===== config.mk =====
export PLATFORM = sky130hd
export DESIGN_NAME = uart_rx_brk
export DESIGN_NICKNAME = d
export VERILOG_FILES = /design/src/rtl/uart_rx_pkg.sv /design/src/rtl/uart_rx_core.sv /design/src/rtl/uart_rx_fifo.sv /design/src/rtl/uart_rx_brk.sv
export SDC_FILE = /design/constraint.sdc
export NUM_CORES = 1
export LEC_CHECK = 0
export ABC_AREA = 1
export BUFFER_PORTS_ARGS = -buffer_cell sky130_fd_sc_hd__buf_4
export CORE_ASPECT_RATIO = 1.75
export CORE_MARGIN = 1.5
export CORE_UTILIZATION = 33
export CTS_BUF_LIST = sky130_fd_sc_hd__clkbuf_4 sky130_fd_sc_hd__clkbuf_8 sky130_fd_sc_hd__clkbuf_16
export DETAILED_ROUTE_END_ITERATION = 10
export MAX_ROUTING_LAYER = met4
export PLACE_DENSITY = 0.46
export SLEW_MARGIN = 20
export SYNTH_ARGS = -nofsm -noshare
export SYNTH_HDL_FRONTEND = slang
export SYNTH_SLANG_ARGS = --single-unit

===== constraint.sdc =====
create_clock -name clk -period 3 [get_ports clk]
set_input_delay 0.6 -clock clk [delete_from_list [all_inputs] [get_ports clk]]
set_output_delay 0.6 -clock clk [all_outputs]
set_load 0.02 [all_outputs]

===== src/rtl/uart_rx_pkg.sv =====
package uart_rx_pkg;
    typedef enum logic [2:0] {
        S_IDLE,
        S_START,
        S_DATA,
        S_STOP,
        S_WATCH,
        S_BREAK
    } rx_state_t;

    localparam int STAT_BRK_BIT = 4;
    localparam int STAT_FER_BIT = 3;
endpackage


===== src/rtl/uart_rx_core.sv =====
module uart_rx_core
    import uart_rx_pkg::*;
#(
    parameter int OVS = 16,
    parameter int DW  = 8
) (
    input  logic          clk,
    input  logic          rst_n,
    input  logic          rxd,
    input  logic          tick,
    output logic          push,
    output logic [DW:0]   push_data,
    output logic          brk_set
);
    localparam int FRAME_TICKS = OVS * (DW + 2);
    localparam int CW          = $clog2(FRAME_TICKS);
    localparam int BW          = $clog2(DW);

    rx_state_t         state, state_n;
    logic [CW-1:0]     cnt, cnt_n;
    logic [BW-1:0]     bit_idx, bit_n;
    logic [DW-1:0]     sh, sh_n;
    logic              rxd_q1, rxd_s;
    logic              push_err;

    // two-stage synchroniser on the serial line
    always_ff @(posedge clk or negedge rst_n) begin
        if (!rst_n) begin
            rxd_q1 <= 1'b1;
            rxd_s  <= 1'b1;
        end else begin
            rxd_q1 <= rxd;
            rxd_s  <= rxd_q1;
        end
    end

    // state register
    always_ff @(posedge clk or negedge rst_n) begin
        if (!rst_n) begin
            state   <= S_IDLE;
            cnt     <= '0;
            bit_idx <= '0;
            sh      <= '0;
        end else begin
            state   <= state_n;
            cnt     <= cnt_n;
            bit_idx <= bit_n;
            sh      <= sh_n;
        end
    end

    // transitions and outputs
    always_comb begin
        state_n  = state;
        cnt_n    = cnt;
        bit_n    = bit_idx;
        sh_n     = sh;
        push     = 1'b0;
        push_err = 1'b0;
        brk_set  = 1'b0;
        unique case (state)
            S_IDLE: begin
                if (tick && !rxd_s) begin
                    state_n = S_START;
                    cnt_n   = '0;
                end
            end
            S_START: begin
                if (tick) begin
                    if (cnt == CW'(OVS/2 - 1)) begin
                        cnt_n = '0;
                        bit_n = '0;
                        state_n = rxd_s ? S_IDLE : S_DATA;
                    end else begin
                        cnt_n = cnt + 1'b1;
                    end
                end
            end
            S_DATA: begin
                if (tick) begin
                    if (cnt == CW'(OVS - 1)) begin
                        cnt_n = '0;
                        sh_n  = {rxd_s, sh[DW-1:1]};
                        if (bit_idx == BW'(DW - 1)) state_n = S_STOP;
                        else                        bit_n   = bit_idx + 1'b1;
                    end else begin
                        cnt_n = cnt + 1'b1;
                    end
                end
            end
            S_STOP: begin
                if (tick) begin
                    if (cnt == CW'(OVS - 1)) begin
                        cnt_n = '0;
                        push  = 1'b1;
                        if (rxd_s) begin
                            state_n = S_IDLE;
                        end else begin
                            push_err = 1'b1;
                            state_n  = S_WATCH;
                        end
                    end else begin
                        cnt_n = cnt + 1'b1;
                    end
                end
            end
            S_WATCH: begin
                if (rxd_s) begin
                    state_n = S_IDLE;
                end else if (tick) begin
                    if (cnt == CW'(FRAME_TICKS - 1)) begin
                        brk_set = 1'b1;
                        state_n = S_BREAK;
                    end else begin
                        cnt_n = cnt + 1'b1;
                    end
                end
            end
            S_BREAK: begin
                if (rxd_s) state_n = S_IDLE;
            end
            default: state_n = S_IDLE;
        endcase
    end

    assign push_data = {push_err, sh};


    brk_line_low_chk: assert property (@(posedge clk) disable iff (!rst_n)
        brk_set |-> !rxd_s);
endmodule


===== src/rtl/uart_rx_fifo.sv =====
module uart_rx_fifo #(
    parameter int DEPTH = 16,
    parameter int WIDTH = 9
) (
    input  logic                       clk,
    input  logic                       rst_n,
    input  logic                       push,
    input  logic [WIDTH-1:0]           din,
    input  logic                       pop,
    output logic [WIDTH-1:0]           head,
    output logic                       empty,
    output logic                       full,
    output logic [$clog2(DEPTH+1)-1:0] count
);
    localparam int AW = $clog2(DEPTH);
    localparam int CW = $clog2(DEPTH + 1);

    logic [WIDTH-1:0] mem [DEPTH];
    logic [AW-1:0]    wp, rp;
    logic             do_push, do_pop;

    assign empty   = (count == '0);
    assign full    = (count == CW'(DEPTH));
    assign do_push = push && !full;
    assign do_pop  = pop && !empty;
    assign head    = mem[rp];

    always_ff @(posedge clk) begin
        if (do_push) mem[wp] <= din;
    end

    always_ff @(posedge clk or negedge rst_n) begin
        if (!rst_n) begin
            wp    <= '0;
            rp    <= '0;
            count <= '0;
        end else begin
            if (do_push) wp <= wp + 1'b1;
            if (do_pop)  rp <= rp + 1'b1;
            if (do_push && !do_pop)      count <= count + 1'b1;
            else if (do_pop && !do_push) count <= count - 1'b1;
        end
    end


    no_overflow_chk: assert property (@(posedge clk) disable iff (!rst_n)
        count <= CW'(DEPTH));

    full_drop_chk: assert property (@(posedge clk) disable iff (!rst_n)
        (push && full && !pop) |=> (count == $past(count)));

    pop_dec_chk: assert property (@(posedge clk) disable iff (!rst_n)
        (pop && !empty && !push) |=> (count == $past(count) - 1'b1));
endmodule


===== src/rtl/uart_rx_brk.sv =====
module uart_rx_brk
    import uart_rx_pkg::*;
#(
    parameter int OVS   = 16,
    parameter int DW    = 8,
    parameter int DEPTH = 16
) (
    input  logic                       clk,
    input  logic                       rst_n,
    input  logic                       rxd,
    input  logic                       baud_tick,
    input  logic                       rd_en,
    input  logic                       wr_en,
    input  logic                       addr,
    input  logic [7:0]                 wdata,
    output logic [7:0]                 rdata,
    output logic                       fifo_empty,
    output logic                       fifo_full,
    output logic [$clog2(DEPTH+1)-1:0] fifo_count,
    output logic                       break_irq
);
    logic          push, brk_set, pop;
    logic [DW:0]   push_data, head;
    logic          brk_flag, brk_seen;
    logic          fer;
    logic          brk_clear;

    uart_rx_core #(.OVS(OVS), .DW(DW)) u_core (
        .clk(clk), .rst_n(rst_n), .rxd(rxd), .tick(baud_tick),
        .push(push), .push_data(push_data), .brk_set(brk_set)
    );

    uart_rx_fifo #(.DEPTH(DEPTH), .WIDTH(DW + 1)) u_fifo (
        .clk(clk), .rst_n(rst_n), .push(push), .din(push_data),
        .pop(pop), .head(head), .empty(fifo_empty), .full(fifo_full),
        .count(fifo_count)
    );

    assign pop       = rd_en && !addr && !fifo_empty;
    assign fer       = !fifo_empty && head[DW];
    assign brk_clear = wr_en && addr && !wdata[STAT_BRK_BIT] && brk_seen;

    always_ff @(posedge clk or negedge rst_n) begin
        if (!rst_n) begin
            brk_flag <= 1'b0;
            brk_seen <= 1'b0;
        end else begin
            if (brk_set) begin
                brk_flag <= 1'b1;
            end else if (brk_clear) begin
                brk_flag <= 1'b0;
                brk_seen <= 1'b0;
            end
            if (rd_en && addr && brk_flag && !brk_clear) brk_seen <= 1'b1;
        end
    end

    always_comb begin
        rdata = '0;
        if (addr) begin
            rdata[STAT_BRK_BIT] = brk_flag;
            rdata[STAT_FER_BIT] = fer;
        end else if (!fifo_empty) begin
            rdata = 8'(head[DW-1:0]);
        end
    end

    assign break_irq = brk_flag;


    brk_sticky_chk: assert property (@(posedge clk) disable iff (!rst_n)
        $fell(brk_flag) |-> $past(wr_en && addr && !wdata[STAT_BRK_BIT]));
endmodule


======== Yosys cells after proc, flatten, opt, wreduce, memory -nomap -nowiden ========
Memories as Yosys holds them, arrays and structs flattened.
Cells that the tools add are included.
W data, S select, Z words.
cells by class
  add/sub/neg operators ................... 6
  equality and inequality tests ........... 27
  multiplexer cells ....................... 53
  reductions and logical operators ........ 35
operators by type and width
  kind                   number
  $mux W8                9
  $mux W3                20
  $pmux W8 S4            1
  $pmux W3 S6            1
  $mux W1                17
  $ne A2 B1 Y1 const B   8
  $logic_and A1 B1 Y1    14
  $ne A2 B2 Y1 const B   7
  $reduce_and A11 Y1     1
  $mux W5                2
  $eq A3 B3 Y1 const B   3
  $add A4 B1 Y4 const B  2
  $add A8 B1 Y8 const B  1
  $eq A8 B3 Y1 const B   1
  $eq A8 B4 Y1 const B   1
  $eq A8 B8 Y1 const B   1
  $logic_not A1 Y1       8
  $reduce_bool A2 Y1     4
  $reduce_and A7 Y1      1
  $eq A3 B2 Y1 const B   2
  $pmux W3 S2            1
  $reduce_and A6 Y1      1
  $add A5 B1 Y5 const B  1
  $eq A5 B5 Y1 const B   1
  other kinds (12)       13
storage, ports and cells
  bits in registers ....................... 39
  bits in writable memories ............... 144
  input bits .............................. 15
  output and inout port bits .............. 16
  logic and storage cells ................. 133
  memories ................................ 1
memory list
  name        words  bits a word  read ports  clocked after memory_dff  wr ports  RTL line            RTL
  u_fifo.mem  16     9            1           0                         1         uart_rx_fifo.sv:18  logic [WIDTH-1:0] mem [DEPTH];

======== Depth between registers and ports, before layout ========
Gate-level depths: netlist of the first run.
  word-level depth ........................ 9
  depth in mapped cells ................... 16
  mapped depth without buffers ............ 16

======== Modules after synthesis ========
From an unflattened synthesis of the first run, not the netlist that was laid out.
unflattened totals
  cells, all modules ...................... 927
  area, all modules ....................... 8702.1 µm²
by module, submodules not included
  module        instances  cells each  area an instance (µm²)  sequential area each (µm²)
  uart_rx_fifo  1          681         6899.1                  4649.5
  uart_rx_core  1          210         1600.3                  603.1
  uart_rx_brk   1          36          202.7                   50.0

======== Worst setup path after synthesis of the first run ========
No wires, ideal clock.
  path kind ............................... register to register
  from .................................... register u_fifo.count[0]
  to ...................................... register u_fifo.count[4]
  setup time .............................. 0.066 ns
  arrival time ............................ 2.572 ns
  required time ........................... 2.934 ns
  slack ................................... 0.362 ns
  stages on the path, launching flop included .. 17
  buffers on the path ..................... 0
  clock period less this slack ............ 2.638 ns
  cells stage by stage .................... dfrtp_1 > inv_1 > nand3_1 > nor2_1 > inv_1 > nand2_2 > inv_1 > nand2_2 > ha_1 > inv_1 > ha_1 > a21oi_1 > nor2_1 > nor2_1 > xor2_1 > nand2_1 > nand2_1
between the ends
  word-level cells in the longest chain between the ends .. 7
  elaborated cells on any way between the ends .. 16
  classes of those cells .................. add/sub (2); eq/ne (1); mux (2); reduce/logical (11)
RTL lines
  what                                                  RTL line                               RTL
  start: declaration                                    uart_rx_fifo.sv:13                     output logic [$clog2(DEPTH+1)-1:0] count
  start signal: assignment                              uart_rx_fifo.sv:40                     if (do_push && !do_pop) count <= count + 1'b1;
  start signal: assignment                              uart_rx_fifo.sv:41                     else if (do_pop && !do_push) count <= count - 1'b1;
  $logic_not A5 Y1 *                                    uart_rx_fifo.sv:22                     assign empty = (count == '0);
  via fifo_empty                                        uart_rx_brk.sv:17                      output logic fifo_empty,
  $logic_not A1 Y1 *                                    uart_rx_fifo.sv:25, uart_rx_brk.sv:39
  $logic_and A1 B1 Y1                                   uart_rx_brk.sv:39                      assign pop = rd_en && !addr && !fifo_empty;
  $logic_and A1 B1 Y1 *                                 uart_rx_fifo.sv:25                     assign do_pop = pop && !empty;
  $logic_not A1 Y1                                      uart_rx_fifo.sv:40
  $logic_and A1 B1 Y1                                   uart_rx_fifo.sv:40
  $mux W5 / $reduce_bool A2 Y1 (equally long branches)  n/a
The timed path passes the listed nets; every way through them passes the cells marked *. The select of a mux whose other input is x is not followed.
A chain may end at the register's enable or synchronous reset.

======== Final worst setup path of the first run ========
  from .................................... register u_fifo.rp[1]
  to ...................................... output port rdata[1]
between the ends
  word-level cells in the longest chain between the ends .. 3
RTL lines
  what                      RTL line            RTL
  start: declaration        uart_rx_fifo.sv:19  logic [AW-1:0] wp, rp;
  start signal: assignment  uart_rx_fifo.sv:39  if (do_pop) rp <= rp + 1'b1;
  $mem_v2 Z16 W9            n/a
  $mux W8                   uart_rx_brk.sv:63   end else if (!fifo_empty) begin
  $mux W3                   uart_rx_brk.sv:60   if (addr) begin
  end: declaration          uart_rx_brk.sv:16   output logic [7:0] rdata,
No other way between the ends.

==> results of run 1 <==
## state kept, by name (all words and copies together), names as in the netlist
name,cells
break_irq,1
u_core.cnt,8
u_core.sh,8
u_core.rxd_s,1
brk_seen,1
u_fifo.count,5
u_fifo.rp,4
u_fifo.wp,4
u_core.rxd_q1,1
u_fifo.mem,144
u_core.state,3
u_core.bit_idx,3
## power by group through the flow
stage,clock network (mW),registers [mW],logic [mW]
floorplan,0,3.01,1.77
global placement,0,3.01,2.55
detailed placement,0,3.01,2.59
CTS,2.38,2.96,2.60
global route,2.47,2.98,2.97
finish,2.32,2.97,2.63
## cells in the final DEF, fill, tap and decap left out, types with 4 or more instances in the layout
master / n
ha_1: 12
nand4_1: 4
dfrtp_1: 36
o21ai_0: 54
o211ai_1: 10
inv_6: 5
edfxtp_1: 144
buf_4: 49
xor2_1: 6
nor2_1: 122
a21oi_1: 14
inv_2: 14
nor2_2: 4
nand2_2: 5
inv_1: 39
nand2_1: 127
clkbuf_16: 18
o21ai_1: 18
nor2_4: 4
clkinvlp_4: 4
nand3_1: 86
nor3_1: 15
## worst max path at each step
stage	startpoint	endpoint	slack, ps	depth (start not counted)
2_1_floorplan	u_fifo.count[0]$_DFFE_PN0P_	u_fifo.count[4]$_DFFE_PN0P_	360	16
3_3_place_gp	u_core.cnt[0]$_DFFE_PN0P_	u_fifo.count[4]$_DFFE_PN0P_	320	16
3_5_place_dp	u_core.cnt[0]$_DFFE_PN0P_	u_fifo.count[4]$_DFFE_PN0P_	230	16
4_1_cts	u_fifo.rp[0]$_DFFE_PN0P_	rdata[5]	70	9
5_1_grt	u_fifo.rp[0]$_DFFE_PN0P_	rdata[0]	20	9
6_report	u_fifo.rp[1]$_DFFE_PN0P_	rdata[1]	170	7
## routing by layer
layer,part of all wire,track usage,vias to the layer above,wire length [um]
li1,-,-,2721,-
met1,0.39,0.1734,2732,7823
met2,0.57,0.3226,93,11550
met3,0.025,0.03057,22,497
met4,0.020,0.06004,0,402
met5,0,-,-,0
## synthesized netlist by cell type (2+ instances only)
cell / count
edfxtp_1: 144
nand2_1: 127
nor2_1: 122
nand3_1: 86
o21ai_0: 54
inv_1: 39
dfrtp_1: 37
o21ai_1: 18
inv_2: 15
nor3_1: 15
a21oi_1: 14
clkbuf_1: 14
ha_1: 12
buf_2: 10
o211ai_1: 10
xor2_1: 6
nand2_2: 5
nand4_1: 4
nor2_2: 4
nor2_4: 4
nand4_2: 3
o21bai_1: 3
buf_1: 2
buf_4: 2
dfstp_2: 2
nor3_2: 2
xnor2_1: 2
## layout make-up
cell class              count  area [sq um]
clock buffers              19         446.7
clock inverters            13         166.4
fillers                  2303         14680
inverters                  55         212.7
multi-input cells         501          2480
flip-flops and latches    183          5304
well taps                 308         385.4
repair buffers             53         444.2
## what timing repair did
| action | 4_1_cts | 5_1_grt |
|---|---|---|
| setup endpoints to repair | 0 | 6 |
| gates resized for setup | 0 | 4 |
| setup buffers | 0 | 0 |
## metrics by stage
step	utilization	setup WS, ps	hold slack [ps]
6_report	0.3914	169.2	144.4
5_1_grt	0.3914	20.67	178.4
4_1_cts	0.3899	71.53	144.3
3_5_place_dp	0.3645	225.8	351.0
3_3_place_gp	0.3645	321.4	350.1
2_1_floorplan	-	362.0	304.4
## kinds of logic after synthesis
group	count (synthesis)	synth area share
adder cells (fa/ha/maj)	13	0.02096
flip-flops	183	0.6531
buffers and inverters	84	0.04222
XOR/XNOR	8	0.008630
AND/OR/NAND/NOR	376	0.2056
AO/OA/AOI/OAI	104	0.06950
## critical path, stage by stage (launching register included)
cell and delay, ps:
dfrtp_1 390, inv_2 390, buf_12 230, o21ai_0 130, o211ai_1 190, nand3_1 90, a21oi_1 190, buf_4 170
==> impl_metrics.ini, run 1 <==
[outcome]
outcome = finished clean

[power_and_ir_drop]
power_frac_clock = 0.293
p_int_mw = 5.046
p_switching_mw = 2.870
swShare = 0.3626
power.total_mw = 7.916
powerDensity_nw_per_um2 = 838.6
ir_drop_mv = 0.4168
seqPwrFrac = 0.375
p_leak_nw = 3.386
pwr-share-comb = 0.333

[die]
dieArea_sq_um = 25590
dieHeight_um = 210.5
ios = 31
initial_core_util = 0.3367
core_area_sq_um = 24120
num_rows = 75
die-width_um = 121.6

[synthesis]
yosysUniqueCellTypes = 39
synth_top_area_share = 0.5326
yosysWarnings = 0
synth.net_count = 796
netlist_instances = 768
synth_area_leader_cell = edfxtp_1
avgSynthCellArea_sq_um = 10.57
synth_ff_type = edfxtp_1
ys_seq_elements = 183
yosysSeqAreaShare = 0.6531
synth.area.top_cells = edfxtp_1 53%, dfrtp_1 11%, nand2_1 5.9%
syn-cell-area_sq_um = 8119
synth_edf_count = 144
async_flop_share = 0.2131

[routing]
antenna_left = 0
viasPerCell = 4.919
firstDrtPassIters = 5
drtIter0Drc = 267
wl_um = 20270
num_vias = 5568
drc = 0
avgRoutedWirePerCell_um = 17.91

[cts]
cts_root_buffer = clkbuf_16
htreeDepth = 4
numCtsBuffers = 17
hold_buffers = 0
clk_pin_slew_worst_paths_ps = 70
cts_sinks = 183
cts_tree = built
clk_latency_ps = 430
cts_buffer_depth = 2

[sta]
fin_crit_ps = 2831
hold_violations = 0
rsz0062_at_grt = false
setup_viol = 0
post-route-period-util = 0.9436
slew_headroom = 0.4493
fin_setup_tns_ps = 0
worst_slew_pin_slew_ps = 826.0
max_freq_mhz = 353.3
final_max_slew_viol_count = 0
skew_ps = 12.42

[global_route]
track_usage = 0.1709
grt.overflow.total = 0
grt_pass1_wl_um = 31420
grt_antenna_before_repair = 0
grt_pass1_vias = 5877
grt_max_degree = 60

[placement]
portBuffers = 23
postPlaceCellArea_sq_um = 8791
dp.cells = 1099
place_hpwl_um = 13350
gp_congestion = 0.8360

[worst_setup_path]
worst_setup_path_start_kind = flop
crit_path_max_fanout = 24
endpoint_kind = output pin
r2r_end = u_fifo.count[4]$_DFFE_PN0P_
worstPathArrival_ps = 2230
worstPathRequired_ps = 2400
rrSetupSlack_ps = 240
r2r_start = u_core.cnt[0]$_DFFE_PN0P_
crit_type = reg2out
reg2reg_depth = 16

[layout]
final_cell_count_no_fill = 1132
antenna_cells = 0
design.final.nets = 839
stdcell_area_sq_um = 9439
drive_gt1_frac = 0.1541
areaGrowthSynthToFinish_pct = 16.26

[job]
maxCapViolCount = 0

[min_path]
hold_path_class = in2async
(Power assumes the default switching activity.)
==> run 2: changes to the inputs <==
SYNTH_HIERARCHICAL = 1   (was default)
==> run 2 against run 1 <==
Net effect:
- via count rose by 9.2%
- worst setup slack got worse by 94 ps
- area after synthesis rose by 7.2%
- sequential power barely moved
- combinational power rose by 21%
- clock skew fell by 6.6 ps
- flip-flop and latch count did not move
- critical path depth rose by 3
- utilization fell by 0.17 points
- highest routed layer unchanged
- sequential share of layout area fell by 3.8 points
- maximum frequency fell by 3.2%
==> impl_metrics.ini, run 2 <==
[outcome]
outcome = finished clean

[die]
die-width_um = 125.8
num_rows = 78
dieHeight_um = 217.8
initial_core_util = 0.3352
core_area_sq_um = 25960
dieArea_sq_um = 27390
ios = 31

[placement]
place_hpwl_um = 16570
portBuffers = 23
postPlaceCellArea_sq_um = 9359
gp_congestion = 0.9315
dp.cells = 1273

[sta]
hold_violations = 0
skew_ps = 5.852
worst_slew_pin_slew_ps = 838.3
final_max_slew_viol_count = 0
rsz0062_at_grt = false
hold_slack_ps = 131.7
max_freq_mhz = 341.9
fin_setup_tns_ps = 0
post-route-period-util = 0.9749
fin_crit_ps = 2925
slew_headroom = 0.4411
setup_viol = 0

[worst_setup_path]
endpoint_kind = output pin
worstPathRequired_ps = 2400
cp-startpoint = u_fifo/rp[0]$_DFFE_PN0P_
r2r_end = u_fifo/count[4]$_DFFE_PN0P_
r2r_start = u_core/cnt[0]$_DFFE_PN0P_
worstPathArrival_ps = 2320
rrSetupSlack_ps = 380
crit_type = reg2out
crit_path_max_fanout = 27
reg2reg_depth = 16
worst_setup_path_start_kind = flop
critPathCapture = rdata[3]

[routing]
viasPerCell = 4.633
firstDrtPassIters = 5
wl_um = 23780
num_vias = 6083
avgRoutedWirePerCell_um = 18.11
drc = 0
drtIter0Drc = 357
antenna_left = 0

[synthesis]
yosys.cell_count.top_type = nand2_1
yosysWarnings = 6
synth_area_leader_cell = edfxtp_1
ys_seq_elements = 183
synth_commonest_cells = 351 x nand2_1, 144 x edfxtp_1, 89 x inv_1
synth_edf_count = 144
synth.net_count = 955
synth-xor-area-share = 0.008052
synth_top_area_share = 0.4969
yosys.area_share.adder = 0.01955
yosysUniqueCellTypes = 37
synth_top_family_by_area = simple AND/OR/NAND/NOR gates
synth-simple-area-share = 0.2740
synthMuxAreaShare = 0
netlist_instances = 927
synth_ff_type = edfxtp_1
synth_compound_area_frac = 0.02128
avgSynthCellArea_sq_um = 9.387
syn-cell-area_sq_um = 8702
synth.area.top_cells = edfxtp_1 50%, nand2_1 15%, dfrtp_1 11%
async_flop_share = 0.2131
yosysSeqAreaShare = 0.6093

[layout]
largest_reg_flops = 144
areaGrowthSynthToFinish_pct = 16.26
design.final.nets = 1008
final_cell_count_no_fill = 1313
fill_cells = 2625
drive_gt1_frac = 0.1470
layout_commonest_cell = nand2_1
stdcell_area_sq_um = 10120
mostFrequentLayoutCells = 351 x nand2_1, 144 x edfxtp_1, 89 x inv_1
largest-register = u_fifo/mem
biggestRegsByFlops = u_fifo/mem (144), u_core/cnt (8), u_core/sh (8)
antenna_cells = 0

[min_path]
hold_path_class = in2async

[global_route]
grt_pass1_vias = 6147
grt_pass1_wl_um = 35550
track_usage = 0.1874
grt_max_degree = 63
grt_antenna_before_repair = 0
grt.overflow.total = 0

[cts]
htreeDepth = 4
cts_tree = built
hold_buffers = 0
numCtsBuffers = 17
cts_root_buffer = clkbuf_16
clk_latency_ps = 450
clk_pin_slew_worst_paths_ps = 70
cts_buffer_depth = 2
cts_sinks = 183

[power_and_ir_drop]
ir_drop_mv = 0.4420
p_leak_nw = 4.396
powerDensity_nw_per_um2 = 839.7

[job]
maxCapViolCount = 0
==> run 2: changes by cell type in the layout (fill, tap and decap cells not counted), moves of 13 or more <==
| cell | delta |
|---|---|
| nand2_1 | +224 |
| inv_1 | +50 |
| o21ai_0 | -42 |
| nor2_1 | -37 |
| nor3_1 | -14 |
| o21ai_1 | -13 |
==> run 2: worst max-delay path, cell delays in order (launching register included) <==
cell and delay (ps):
dfrtp_2 510, clkinv_4 150, buf_12 190, nand2_1 70
nand3_1 190, nand3_1 150, nand2_1 110, nand2_1 90
o21ai_1 60, nor2_1 140, buf_4 170
==> run 2: final cells by class <==
class | instances | area [sq um] | area share
clock inverter | 15 | 187.7 | 0.01855
clock buffer | 17 | 425.4 | 0.04205
multi-input combinational | 612 | 2820 | 0.2788
timing repair buffer | 63 | 583.1 | 0.05763
inverter | 103 | 396.6 | 0.03920
tap | 320 | 400.4 | 0.03957
sequential | 183 | 5304 | 0.5242
==> run 2: cell families after synthesis <==
kind of cell / Yosys count
xor+xnor: 8
fa+ha+maj: 13
compound gates: 29
simple gates: 562
buf+inv: 132
flops: 183
==> run 2: report_power, final <==
part	switching, mW	internal, mW
sequential	0.166	2.81
clock	1.03	1.33
combinational	2.06	1.11
==> run 2: timing repair <==
action                     4_1_cts  5_1_grt
cloned                           0        2
pin swaps                        1        0
buffers inserted                 3        3
setup endpoints to repair        3        5
resized for setup                2        8
==> run 2: layer usage <==
layer	track usage	up-vias	wire, um
met5	-	-	0
met1	0.1707	2888	8417
met4	0.1038	0	1216
li1	-	3078	-
met3	0.03656	37	558
met2	0.3592	80	13590
==> run 2: worst min-delay path by stage <==
stage,from,end,slack [ps]
global route,rst_n,u_fifo/count[1]$_DFFE_PN0P_,160
finish,rst_n,u_fifo/count[4]$_DFFE_PN0P_,130
global placement,u_core/rxd_q1$_DFF_PN1_,u_core/rxd_s$_DFF_PN1_,350
CTS,rst_n,u_fifo/count[2]$_DFFE_PN0P_,150
floorplan,rst_n,break_irq$_DFFE_PN0P_,300
detailed placement,u_core/rxd_q1$_DFF_PN1_,u_core/rxd_s$_DFF_PN1_,350
==> run 2: stage by stage <==
step           power, mW  setup WS, ps    util
2_1_floorplan      5.011         590.0       -
3_3_place_gp       6.041         383.4  0.3605
3_5_place_dp       6.046         364.8  0.3605
4_1_cts            8.470         64.46  0.3857
5_1_grt            9.032         7.200  0.3897
6_report           8.496         75.23  0.3897
==> run 3: changes to the inputs <==
CORE_UTILIZATION = 25   (was 33)
MAX_ROUTING_LAYER = default   (was met4)
PLACE_DENSITY = 0.37   (was 0.46)
==> run 3 against run 2 <==
Net effect:
- maximum frequency rose by 4.1%
- final area rose by 0.61%
- total power fell by 3.4%
- clock skew rose by 6.1 ps
- utilization fell by 9.3 points
- worst setup slack improved by 110 ps
- sequential power barely moved
- count of clock-buffer cells in the layout rose by 1
- critical endpoint unchanged
- largest cell class unchanged
- largest power group unchanged
==> impl_metrics.ini, run 3 (synthesized netlist as in run 2, its figures left out) <==
[sta]
skew_ps = 11.91
max_freq_mhz = 355.9
setup_viol = 0
final_max_slew_viol_count = 0
hold_slack_ps = 140.7
setup_ws_ps = 189.8
worst_slew_pin_slew_ps = 791.1
fin_setup_tns_ps = 0
fin_crit_ps = 2810
rsz0062_at_grt = false
post-route-period-util = 0.9367
slew_headroom = 0.4726
hold_violations = 0

[cts]
cts_tree = built
cts_buffer_depth = 2
cts_root_buffer = clkbuf_16
numCtsBuffers = 17
clk_pin_slew_worst_paths_ps = 70
cts_sinks = 183
htreeDepth = 4
cts_setup_buffers = 0
clk_latency_ps = 440

[job]
maxCapViolCount = 0

[power_and_ir_drop]
powerDensity_nw_per_um2 = 806.1
p_leak_nw = 4.342
ir_drop_mv = 0.3323
p_int_mw = 5.065
p_switching_mw = 3.140
swShare = 0.3827
seqPwrFrac = 0.362
power.total_mw = 8.205
power_frac_clock = 0.274
pwr-share-comb = 0.363

[die]
num_rows = 90
core_area_sq_um = 34350
initial_core_util = 0.2534
dieHeight_um = 249.8
die-width_um = 144.0
ios = 31
dieArea_sq_um = 35980

[outcome]
outcome = finished clean

[worst_setup_path]
cp_num_buf_inv = 4
crit_type = reg2out
slowest_stage = dfrtp_2
cpPeakStageDelay_ps = 460
worstPathArrival_ps = 2210
worst_setup_path_start_kind = flop
crit_path_max_fanout = 12
worstPathRequired_ps = 2400
endpoint_kind = output pin
path_cells = buf_4, inv_2, buf_6, nand3_1, nand3_1, nand2_1, nand2_1, o21ai_1, nor2_1, buf_4
critPathTopFamily = buffers and inverters

[min_path]
hold_path_class = in2async

[global_route]
grt_pass1_vias = 6037
grt_pass1_wl_um = 35410
grt_max_degree = 55
track_usage = 0.1372
grt_antenna_before_repair = 0
grt.overflow.total = 0

[layout]
largest-register = u_fifo/mem
largest_reg_flops = 144
antenna_cells = 0
design.final.nets = 1004
mostFrequentLayoutCells = 351 x nand2_1, 144 x edfxtp_1, 89 x inv_1
fill_cells = 3631
areaGrowthSynthToFinish_pct = 16.97
biggestRegsByFlops = u_fifo/mem (144), u_core/cnt (8), u_core/sh (8)
drive_gt1_frac = 0.1416
layout_commonest_cell = nand2_1

[placement]
portBuffers = 23
post-place-ws_ps = 248.5
place_hpwl_um = 16000
gp_congestion = 0.7379

[routing]
antenna_left = 0
firstDrtPassIters = 4
viasPerCell = 4.124
drc = 0
num_vias = 5976
wl_um = 23150
drtIter0Drc = 292
avgRoutedWirePerCell_um = 15.98
[run 3: what timing repair did]
action,4_1_cts,5_1_grt
endpoints found under the setup margin,0,7
gates resized for setup,0,7
hold buffers,0,0
[run 3: power groups by stage]
stage,combinational [mW],sequential (mW),clock [mW]
floorplan,2.02,2.99,0
global placement,3.00,3.02,0
detailed placement,3.00,3.02,0
CTS,3.01,2.97,2.34
global route,3.41,2.99,2.43
finish,2.98,2.97,2.25
[run 3: path summary, 6_finish.rpt]
check,endpoint,from,slack [ps],depth (start not counted)
worst max-delay path,rdata[3],u_fifo/rp[1]$_DFFE_PN0P_,190,10
worst min-delay path,u_fifo/count[2]$_DFFE_PN0P_,rst_n,140,1
worst max register to register,u_fifo/count[4]$_DFFE_PN0P_,u_core/cnt[0]$_DFFE_PN0P_,320,16
worst min register to register,u_core/rxd_s$_DFF_PN1_,u_core/rxd_q1$_DFF_PN1_,360,0
max in group asynchronous,u_fifo/rp[1]$_DFFE_PN0P_,rst_n,2450,1
min in group clk,u_core/rxd_q1$_DFF_PN1_,rxd,260,1
[run 3: per-layer routing]
metal,up-vias,global-route usage,share of wire
met3,22,0.02724,0.022
met2,72,0.2548,0.56
met1,2817,0.1468,0.39
met5,-,0,0
met4,0,0.05889,0.029
li1,3065,-,-
[run 3: final cells by class]
| class | instances | area, sq um | area share |
|---|---|---|---|
| Clock inverter | 14 | 150.1 | 0.01475 |
| Clock buffer | 18 | 432.9 | 0.04253 |
| Tap cell | 460 | 575.6 | 0.05655 |
| Multi-Input combinational cell | 612 | 2815 | 0.2766 |
| Sequential cell | 183 | 5305 | 0.5212 |
| Timing Repair Buffer | 59 | 505.5 | 0.04966 |
| Inverter | 103 | 394.1 | 0.03872 |
[run 3: stage by stage]
step                std cells    util  cell area (sq um)
floorplan                 927       -               8702
global route             1449  0.2964              10180
detailed placement       1416  0.2783               9557
finish                   1449  0.2964              10180
CTS                      1448  0.2952              10140
global placement         1416  0.2783               9557
[run 3: worst register-to-register path, cell delays in order (launching register included)]
cell	delay [ps]
dfrtp_1	420
ha_1	260
nand3_2	140
nor2_4	160
nand2_4	80
nor2_1	200
nand2_1	100
inv_1	80
ha_1	170
inv_1	120
fa_1	410
nand2_1	100
nand3_1	90
nand3_1	80
nand2_1	50
nand2_1	60
nand2_1	50
